**src/rtl/mtr_pkg.sv**
```systemverilog
package mtr_pkg;

    localparam int unsigned MT_W       = 8;
    localparam int unsigned REG_W      = 64;
    localparam int unsigned FLD_PER_RG = 8;
    localparam logic [MT_W-1:0] MT_UNCACHED = 8'h00;

    localparam int unsigned CTL_FE_BIT = 10;
    localparam int unsigned CTL_E_BIT  = 11;
    localparam logic [REG_W-1:0] CTL_RSV_MASK = 64'hFFFF_FFFF_FFFF_F300;

    typedef struct packed {
        logic            glb_en;
        logic            fix_en;
        logic [MT_W-1:0] dflt;
    } ctl_t;

    typedef struct packed {
        logic       in_fixed;
        logic [3:0] rg;
        logic [2:0] fld;
    } fix_sel_t;

    typedef enum logic [1:0] {
        SRC_UC   = 2'd0,
        SRC_FIX  = 2'd1,
        SRC_VAR  = 2'd2,
        SRC_DFLT = 2'd3
    } mt_src_e;

    function automatic ctl_t ctl_decode(input logic [REG_W-1:0] raw);
        ctl_t c;
        c.glb_en = raw[CTL_E_BIT];
        c.fix_en = raw[CTL_FE_BIT];
        c.dflt   = raw[MT_W-1:0];
        return c;
    endfunction

    function automatic logic ctl_rsv_set(input logic [REG_W-1:0] raw);
        return |(raw & CTL_RSV_MASK);
    endfunction

    function automatic logic [MT_W-1:0] pick_field(input logic [REG_W-1:0] rg,
                                                   input logic [2:0] fld);
        logic [MT_W-1:0] r;
        r = '0;
        for (int i = 0; i < FLD_PER_RG; i++) begin
            if (fld == 3'(i)) r = rg[i*MT_W +: MT_W];
        end
        return r;
    endfunction

endpackage

```
**src/rtl/mtr_regfile.sv**
```systemverilog
module mtr_regfile
    import mtr_pkg::*;
#(
    parameter int unsigned NFIX  = 11,
    parameter int unsigned IDX_W = 4
) (
    input  logic             clk,
    input  logic             rst,
    input  logic             wr_en,
    input  logic [IDX_W-1:0] idx,
    input  logic [REG_W-1:0] wdata,
    output logic [REG_W-1:0] rdata,
    output logic             fault,
    output logic [REG_W-1:0] ctl_q,
    output logic [REG_W-1:0] fix_q [NFIX]
);
    localparam int unsigned NREG = NFIX + 1;

    logic idx_ok;
    logic rsv_hit;
    logic ctl_wr_ok;
    logic wr_bad;

    always_comb begin
        idx_ok    = (idx < IDX_W'(NREG));
        rsv_hit   = ctl_rsv_set(wdata);
        ctl_wr_ok = wr_en && (idx == '0) && !rsv_hit;
        wr_bad    = wr_en && (!idx_ok || ((idx == '0) && rsv_hit));
    end

    always_ff @(posedge clk) begin
        if (rst) begin
            ctl_q <= '0;
            fault <= 1'b0;
        end else begin
            if (ctl_wr_ok) ctl_q <= wdata;
            fault <= wr_bad;
        end
    end

    for (genvar g = 0; g < NFIX; g++) begin : g_fix
        always_ff @(posedge clk) begin
            if (rst) begin
                fix_q[g] <= '0;
            end else if (wr_en && (idx == IDX_W'(g + 1))) begin
                fix_q[g] <= wdata;
            end
        end
    end

    always_comb begin
        rdata = '0;
        if (idx == '0) rdata = ctl_q;
        for (int i = 0; i < NFIX; i++) begin
            if (idx == IDX_W'(i + 1)) rdata = fix_q[i];
        end
    end

endmodule

```
**src/rtl/mtr_fix_decode.sv**
```systemverilog
module mtr_fix_decode
    import mtr_pkg::*;
#(
    parameter int unsigned PA_W = 36
) (
    input  logic [PA_W-1:0] addr,
    output fix_sel_t        sel
);
    // The first megabyte is split by bit 19 (64 KB half) and bit 18 (16 KB quarter).
    always_comb begin
        sel.in_fixed = (addr[PA_W-1:20] == '0);
        if (!addr[19]) begin
            sel.rg  = 4'd0;
            sel.fld = addr[18:16];
        end else if (!addr[18]) begin
            sel.rg  = 4'd1 + {3'd0, addr[17]};
            sel.fld = addr[16:14];
        end else begin
            sel.rg  = 4'd3 + {1'b0, addr[17:15]};
            sel.fld = addr[14:12];
        end
    end

endmodule

```
**src/rtl/mtr_type_select.sv**
```systemverilog
module mtr_type_select
    import mtr_pkg::*;
#(
    parameter int unsigned NFIX = 11
) (
    input  ctl_t             ctl,
    input  fix_sel_t         sel,
    input  logic [REG_W-1:0] fix_q [NFIX],
    input  logic             var_hit,
    input  logic [MT_W-1:0]  var_type,
    output logic [MT_W-1:0]  mtype,
    output mt_src_e          src
);
    logic [MT_W-1:0] fix_fld;

    always_comb begin
        fix_fld = '0;
        for (int i = 0; i < NFIX; i++) begin
            if (sel.rg == 4'(i)) fix_fld = pick_field(fix_q[i], sel.fld);
        end
    end

    always_comb begin
        if (!ctl.glb_en) begin
            src   = SRC_UC;
            mtype = MT_UNCACHED;
        end else if (ctl.fix_en && sel.in_fixed) begin
            src   = SRC_FIX;
            mtype = fix_fld;
        end else if (var_hit) begin
            src   = SRC_VAR;
            mtype = var_type;
        end else begin
            src   = SRC_DFLT;
            mtype = ctl.dflt;
        end
    end

endmodule

```
**src/rtl/mtr_resolver.sv**
```systemverilog
module mtr_resolver
    import mtr_pkg::*;
#(
    parameter int unsigned PA_W  = 36,
    parameter int unsigned NFIX  = 11,
    parameter int unsigned IDX_W = 4
) (
    input  logic             clk,
    input  logic             rst,
    input  logic             reg_wr,
    input  logic [IDX_W-1:0] reg_idx,
    input  logic [63:0]      reg_wdata,
    output logic [63:0]      reg_rdata,
    output logic             wr_fault,
    input  logic             lk_valid,
    input  logic [PA_W-1:0]  lk_addr,
    input  logic             var_hit,
    input  logic [7:0]       var_type,
    output logic             rsp_valid,
    output logic [7:0]       rsp_type
);
    logic [REG_W-1:0] ctl_q;
    logic [REG_W-1:0] fix_q [NFIX];
    ctl_t             ctl;
    fix_sel_t         sel;
    logic [MT_W-1:0]  mtype;
    mt_src_e          src;

    mtr_regfile #(.NFIX(NFIX), .IDX_W(IDX_W)) u_regs (
        .clk   (clk),
        .rst   (rst),
        .wr_en (reg_wr),
        .idx   (reg_idx),
        .wdata (reg_wdata),
        .rdata (reg_rdata),
        .fault (wr_fault),
        .ctl_q (ctl_q),
        .fix_q (fix_q)
    );

    assign ctl = ctl_decode(ctl_q);

    mtr_fix_decode #(.PA_W(PA_W)) u_dec (
        .addr (lk_addr),
        .sel  (sel)
    );

    mtr_type_select #(.NFIX(NFIX)) u_sel (
        .ctl      (ctl),
        .sel      (sel),
        .fix_q    (fix_q),
        .var_hit  (var_hit),
        .var_type (var_type),
        .mtype    (mtype),
        .src      (src)
    );

    always_ff @(posedge clk) begin
        if (rst) begin
            rsp_valid <= 1'b0;
            rsp_type  <= MT_UNCACHED;
        end else begin
            rsp_valid <= lk_valid;
            if (lk_valid) rsp_type <= mtype;
        end
    end

endmodule

```
**config.mk**
```make
export PLATFORM = sky130hd
export DESIGN_NAME = mtr_resolver
export DESIGN_NICKNAME = d
export VERILOG_FILES = /design/src/rtl/mtr_pkg.sv /design/src/rtl/mtr_regfile.sv /design/src/rtl/mtr_fix_decode.sv /design/src/rtl/mtr_type_select.sv /design/src/rtl/mtr_resolver.sv
export SDC_FILE = /design/constraint.sdc
export NUM_CORES = 2
export LEC_CHECK = 0
export BUFFER_PORTS_ARGS = -buffer_cell sky130_fd_sc_hd__buf_4
export CAP_MARGIN = 25
export CELL_PAD_IN_SITES_DETAIL_PLACEMENT = 0
export CELL_PAD_IN_SITES_GLOBAL_PLACEMENT = 1
export CORE_MARGIN = 1
export CORE_UTILIZATION = 47
export CTS_BUF_LIST = sky130_fd_sc_hd__clkbuf_4
export DETAILED_ROUTE_END_ITERATION = 6
export PLACE_DENSITY_LB_ADDON = 0.1
export SLEW_MARGIN = 20
export SYNTH_ARGS = -nofsm -noshare
export SYNTH_HDL_FRONTEND = slang
export SYNTH_SLANG_ARGS = --single-unit
```
**constraint.sdc**
```tcl
create_clock -name clk -period 3.4 [get_ports clk]
set_input_delay 0.17 -clock clk [delete_from_list [all_inputs] [get_ports clk]]
set_output_delay 0.17 -clock clk [all_outputs]
set_load 0.02 [all_outputs]
```
==> impl_metrics.xml <==
<?xml version="1.0" encoding="UTF-8"?>
<metrics>
  <group name="outcome">
    <metric name="run_status" unit="">complete, but fails checks</metric>
    <metric name="violations_in_the_final_reports" unit="">DRC, setup timing</metric>
  </group>
  <group name="pwr">
    <metric name="internal_power" unit="mW">14.58</metric>
    <metric name="swShare" unit="%">31.36</metric>
    <metric name="max-vdd-ir-drop" unit="mV">0.3215</metric>
    <metric name="power.switching" unit="mW">6.664</metric>
    <metric name="powerDensity" unit="nW/um^2">452.2</metric>
    <metric name="p_clk_share" unit="%">41.2</metric>
    <metric name="power.leakage" unit="nW">16.82</metric>
    <metric name="share_comb_of_total_power" unit="%">14.8</metric>
    <metric name="seq_power_share" unit="%">44.0</metric>
  </group>
  <group name="floorplan">
    <metric name="design.core.area" unit="um^2">80810</metric>
    <metric name="fp.dieH" unit="um">288.4</metric>
    <metric name="fp.dieArea" unit="um^2">83200</metric>
    <metric name="dieWidth" unit="um">288.4</metric>
    <metric name="floorplan.initialDensity" unit="%">47.72</metric>
    <metric name="fp-row-count" unit="">104</metric>
    <metric name="ioPinCount" unit="">191</metric>
  </group>
  <group name="drt">
    <metric name="viasPerCell" unit="">6.902</metric>
    <metric name="dr.first_iter.drc_count" unit="">8971</metric>
    <metric name="drt_pass1_iterations" unit="">7</metric>
    <metric name="detail_route.wirelength" unit="mm">238.9</metric>
    <metric name="ant_nets" unit="">0</metric>
    <metric name="detail_route.drc_violations" unit="">72</metric>
    <metric name="dr_total_vias" unit="">47240</metric>
    <metric name="wl_per_cell" unit="um">34.90</metric>
  </group>
  <group name="setup_path">
    <metric name="cp-startpoint" unit="">u_regs.fix_q[685]</metric>
    <metric name="worst-endpoint-arrival" unit="ps">3270</metric>
    <metric name="critical_path.cell_chain" unit="">a222oi_1, a31oi_1, a21oi_1, a21oi_1, a21oi_2, nand2_2, buf_4</metric>
    <metric name="critical_path_peak_fanout" unit="">3</metric>
    <metric name="crit-reg2reg-capture" unit="">rsp_type[7]</metric>
    <metric name="cp-end-kind" unit="">primary output</metric>
    <metric name="crit_type" unit="">reg -&gt; out</metric>
    <metric name="timing.critical_path.from_type" unit="">flip-flop</metric>
    <metric name="worst_path_max_delay_cell" unit="">sky130_fd_sc_hd__a21oi_1</metric>
    <metric name="worst_ep_required_time" unit="ps">3230</metric>
    <metric name="r2r_setup_slack" unit="ps">100</metric>
    <metric name="setup.worst_path.end" unit="">reg_rdata[45]</metric>
    <metric name="worst_path_most_repeated_cell" unit="">sky130_fd_sc_hd__a21oi_1</metric>
    <metric name="cpPeakStageDelay" unit="ps">350</metric>
    <metric name="reg2reg_depth" unit="">10</metric>
    <metric name="r2r-start" unit="">u_regs.ctl_q[10]</metric>
  </group>
  <group name="sta">
    <metric name="finClkSkew" unit="ps">63.63</metric>
    <metric name="finalSetupViolCount" unit="">3</metric>
    <metric name="worst_slew_pin_slew" unit="ps">1214</metric>
    <metric name="report.final.hold_viol_count" unit="">0</metric>
    <metric name="fin_crit_sh" unit="%">101.2</metric>
    <metric name="final_period_minus_worst_setup_slack" unit="ps">3440</metric>
    <metric name="slew_viols_final" unit="">0</metric>
    <metric name="max_clock_freq" unit="GHz">0.2907</metric>
    <metric name="slew-limit-headroom" unit="%">18.20</metric>
    <metric name="worst_setup_slack_after_layout" unit="ps">-40.07</metric>
    <metric name="rsz_0062_raised_after_global_routing" unit="">yes</metric>
  </group>
  <group name="grt">
    <metric name="grt_first_pass_wirelength" unit="mm">325.7</metric>
    <metric name="grt_usage" unit="%">55.61</metric>
    <metric name="grt_start_max_net_pins" unit="">199</metric>
    <metric name="number_of_antenna_violations_at_the_first_check_in_global_routing" unit="">24</metric>
    <metric name="vias_in_the_first_global_route" unit="">42730</metric>
    <metric name="globalRouteOverflowTotal" unit="">0</metric>
  </group>
  <group name="logic_synthesis">
    <metric name="netlist-cell-type-count" unit="">92</metric>
    <metric name="synthesis.nets" unit="">5353</metric>
    <metric name="number_of_flops_mapped_to_enable_cells_by_yosys" unit="">0</metric>
    <metric name="mean_post_synth_cell_area" unit="um^2">7.366</metric>
    <metric name="area_share_of_the_largest_cell_type_after_synthesis" unit="%">40.39</metric>
    <metric name="ys_seq_elements" unit="">778</metric>
    <metric name="synth_seq_area_share" unit="%">40.39</metric>
    <metric name="asyncSetResetFlopFracSynth" unit="%">0</metric>
    <metric name="yosysWarningCount" unit="">0</metric>
    <metric name="post_synth_instance_area" unit="um^2">38560</metric>
    <metric name="area_leader_netlist" unit="">sky130_fd_sc_hd__dfxtp_1</metric>
    <metric name="synthTopCellsByArea" unit="">sky130_fd_sc_hd__dfxtp_1 40%, sky130_fd_sc_hd__nand2_1 16%, sky130_fd_sc_hd__a21oi_1 12%</metric>
    <metric name="synth-main-ff-cell" unit="">sky130_fd_sc_hd__dfxtp_1</metric>
    <metric name="instance_count_of_the_mapped_netlist" unit="">5235</metric>
  </group>
  <group name="layout">
    <metric name="final_cells" unit="">6844</metric>
    <metric name="layout.nets" unit="">5732</metric>
    <metric name="drive_above_1_share" unit="%">16.63</metric>
    <metric name="synthesis_to_layout_area_growth" unit="%">21.86</metric>
    <metric name="regArea" unit="um^2">15580</metric>
    <metric name="n_fill_cell" unit="">7718</metric>
    <metric name="finish.utilization" unit="%">58.16</metric>
    <metric name="multi_input_area" unit="um^2">20880</metric>
  </group>
  <group name="place">
    <metric name="numPlacedInstances" unit="">6259</metric>
    <metric name="placed_wire_length_estimate_after_detailed_placement" unit="mm">163.2</metric>
    <metric name="portBuffers" unit="">178</metric>
    <metric name="gp_weighted_congestion" unit="">1.091</metric>
  </group>
  <group name="clocking">
    <metric name="clkTransAtPathRegs" unit="ps">70</metric>
    <metric name="worst_skew_pair.late_latency" unit="ps">1210</metric>
    <metric name="cts_buffer_count" unit="">212</metric>
    <metric name="cts_max_level" unit="">4</metric>
    <metric name="clock_tree.root_cell" unit="">sky130_fd_sc_hd__clkbuf_4</metric>
    <metric name="cts_max_path_buffers" unit="">3</metric>
    <metric name="post_cts.repair.setup_buffers" unit="">0</metric>
    <metric name="cts_tree" unit="">yes</metric>
    <metric name="clock_sink_count" unit="">778</metric>
  </group>
  <group name="worst_hold_path">
    <metric name="class_of_the_tightest_hold_or_removal_check" unit="">in -&gt; reg</metric>
  </group>
  <group name="run">
    <metric name="drv_cap" unit="">0</metric>
  </group>
</metrics>
layer usage:
layer  vias to the layer above  track usage, %  part of all wire, %
met5                         -          0.9659                0.076
met4                        13           45.20                   10
met3                      1180           19.72                   16
met2                      4412           78.77                   40
met1                     22190           67.65                   34
li1                      19440               -                    -
kinds of logic (layout without fill, tap and decap cells):
group | count (synthesis) | count (layout) | synth area share, %
AO/OA/AOI/OAI | 1722 | 1722 | 28.02
XOR/XNOR | 1 | 1 | 0.02272
adder cells (fa/ha/maj) | 1 | 1 | 0.03244
buffers and inverters | 562 | 1094 | 6.294
flip-flops | 778 | 778 | 40.39
multiplexers | 108 | 108 | 3.348
other | 0 | 17 | 0
AND/OR/NAND/NOR | 2063 | 2063 | 21.90
registers in the layout (all words and copies together), names as in the netlist:
signal and flops:
u_regs.fix_q 704, u_regs.ctl_q 64, rsp_type 8, rsp_valid 1, u_regs.fault 1
worst max-delay path: cells and delay by family (launching register included):
family	cells	cell delay, ps
AO/OA/AOI/OAI	5	1300
flip-flops	1	340
buffers and inverters	1	250
AND/OR/NAND/NOR	1	190
final cells by class:
| class | count | share of cell area, % |
|---|---|---|
| Clock buffer | 322 | 5.144 |
| Timing Repair Buffer | 691 | 13.53 |
| Clock inverter | 45 | 0.5431 |
| Inverter | 36 | 0.2875 |
| Tap cell | 1060 | 2.822 |
| Antenna cell | 17 | 0.09052 |
| Sequential cell | 778 | 33.15 |
| Multi-Input combinational cell | 3895 | 44.43 |
power by group through the flow:
stage          clock network (mW)  logic [mW]  registers, mW
2_1_floorplan                   0        1.33           9.48
3_3_place_gp                    0        2.72           9.54
3_5_place_dp                    0        2.73           9.54
4_1_cts                      8.67        2.91           9.34
5_1_grt                      9.19        3.11           9.34
6_report                     8.75        3.15           9.35
worst min-delay path by stage:
stage                 startpoint  cells past startpoint                end
2_1_floorplan           lk_valid                      1          rsp_valid
3_5_place_dp   u_regs.fix_q[400]                      2  u_regs.fix_q[400]
6_report              reg_idx[0]                      6  u_regs.fix_q[465]
3_3_place_gp   u_regs.fix_q[400]                      2  u_regs.fix_q[400]
4_1_cts               reg_idx[3]                      4       u_regs.fault
5_1_grt                   reg_wr                      3       u_regs.fault
stage by stage:
stage | TNS, ps | total power, mW | setup slack [ps] | hold WS (ps) | instance area [um^2]
3_5_place_dp | 0 | 12.28 | 271.4 | 448.3 | 42140
4_1_cts | 0 | 20.92 | 0.6966 | 3.038 | 46800
5_1_grt | -119.7 | 21.64 | -68.08 | 75.27 | 46970
3_3_place_gp | 0 | 12.26 | 228.6 | 441.6 | 42130
2_1_floorplan | 0 | 10.81 | 735.0 | 298.2 | 38560
6_report | -84.97 | 21.25 | -40.07 | 42.61 | 46990
synth_stat cells (21+ instances only):
cell	count
sky130_fd_sc_hd__a221oi_1	65
sky130_fd_sc_hd__a211oi_1	54
sky130_fd_sc_hd__mux2i_1	68
sky130_fd_sc_hd__buf_6	25
sky130_fd_sc_hd__nand2_1	1614
sky130_fd_sc_hd__buf_2	52
sky130_fd_sc_hd__a22o_1	44
sky130_fd_sc_hd__nand3_1	68
sky130_fd_sc_hd__o22ai_1	36
sky130_fd_sc_hd__buf_1	40
sky130_fd_sc_hd__nor4_1	21
sky130_fd_sc_hd__nor3_1	26
sky130_fd_sc_hd__a222oi_1	80
sky130_fd_sc_hd__and3_1	76
sky130_fd_sc_hd__inv_1	35
sky130_fd_sc_hd__nor2_1	150
sky130_fd_sc_hd__a22oi_1	128
sky130_fd_sc_hd__clkbuf_1	391
sky130_fd_sc_hd__o21ai_0	101
sky130_fd_sc_hd__mux2_2	23
sky130_fd_sc_hd__a221o_1	22
sky130_fd_sc_hd__a31oi_1	81
sky130_fd_sc_hd__a21oi_1	932
sky130_fd_sc_hd__dfxtp_1	778
sky130_fd_sc_hd__nand4_1	34
repair_timing:
action / CTS / global route
pin swaps: 2 / 5
gates resized for setup: 5 / 24
endpoints found under the setup margin: 5 / 26
gates cloned: 0 / 0
hold buffers: 197 / 2
hold endpoints to repair: 778 / 21
cell usage in the layout (no fill, tap or decap), drive strengths merged, types with 21 or more instances in the layout:
| cell | instances |
|---|---|
| a21oi | 937 |
| nor4 | 21 |
| clkinv | 40 |
| nor2 | 154 |
| o21ai | 107 |
| a211oi | 54 |
| mux2 | 26 |
| a221oi | 66 |
| a22o | 44 |
| a222oi | 80 |
| a31oi | 81 |
| nand2 | 1615 |
| and3 | 76 |
| dlygate4sd3 | 199 |
| buf | 492 |
| a221o | 22 |
| clkbuf | 322 |
| a22oi | 128 |
| mux2i | 70 |
| nand3 | 70 |
| nand4 | 34 |
| dfxtp | 778 |
| nor3 | 27 |
| o22ai | 36 |
| inv | 38 |
No activity file was read; power rests on OpenSTA's default activity.
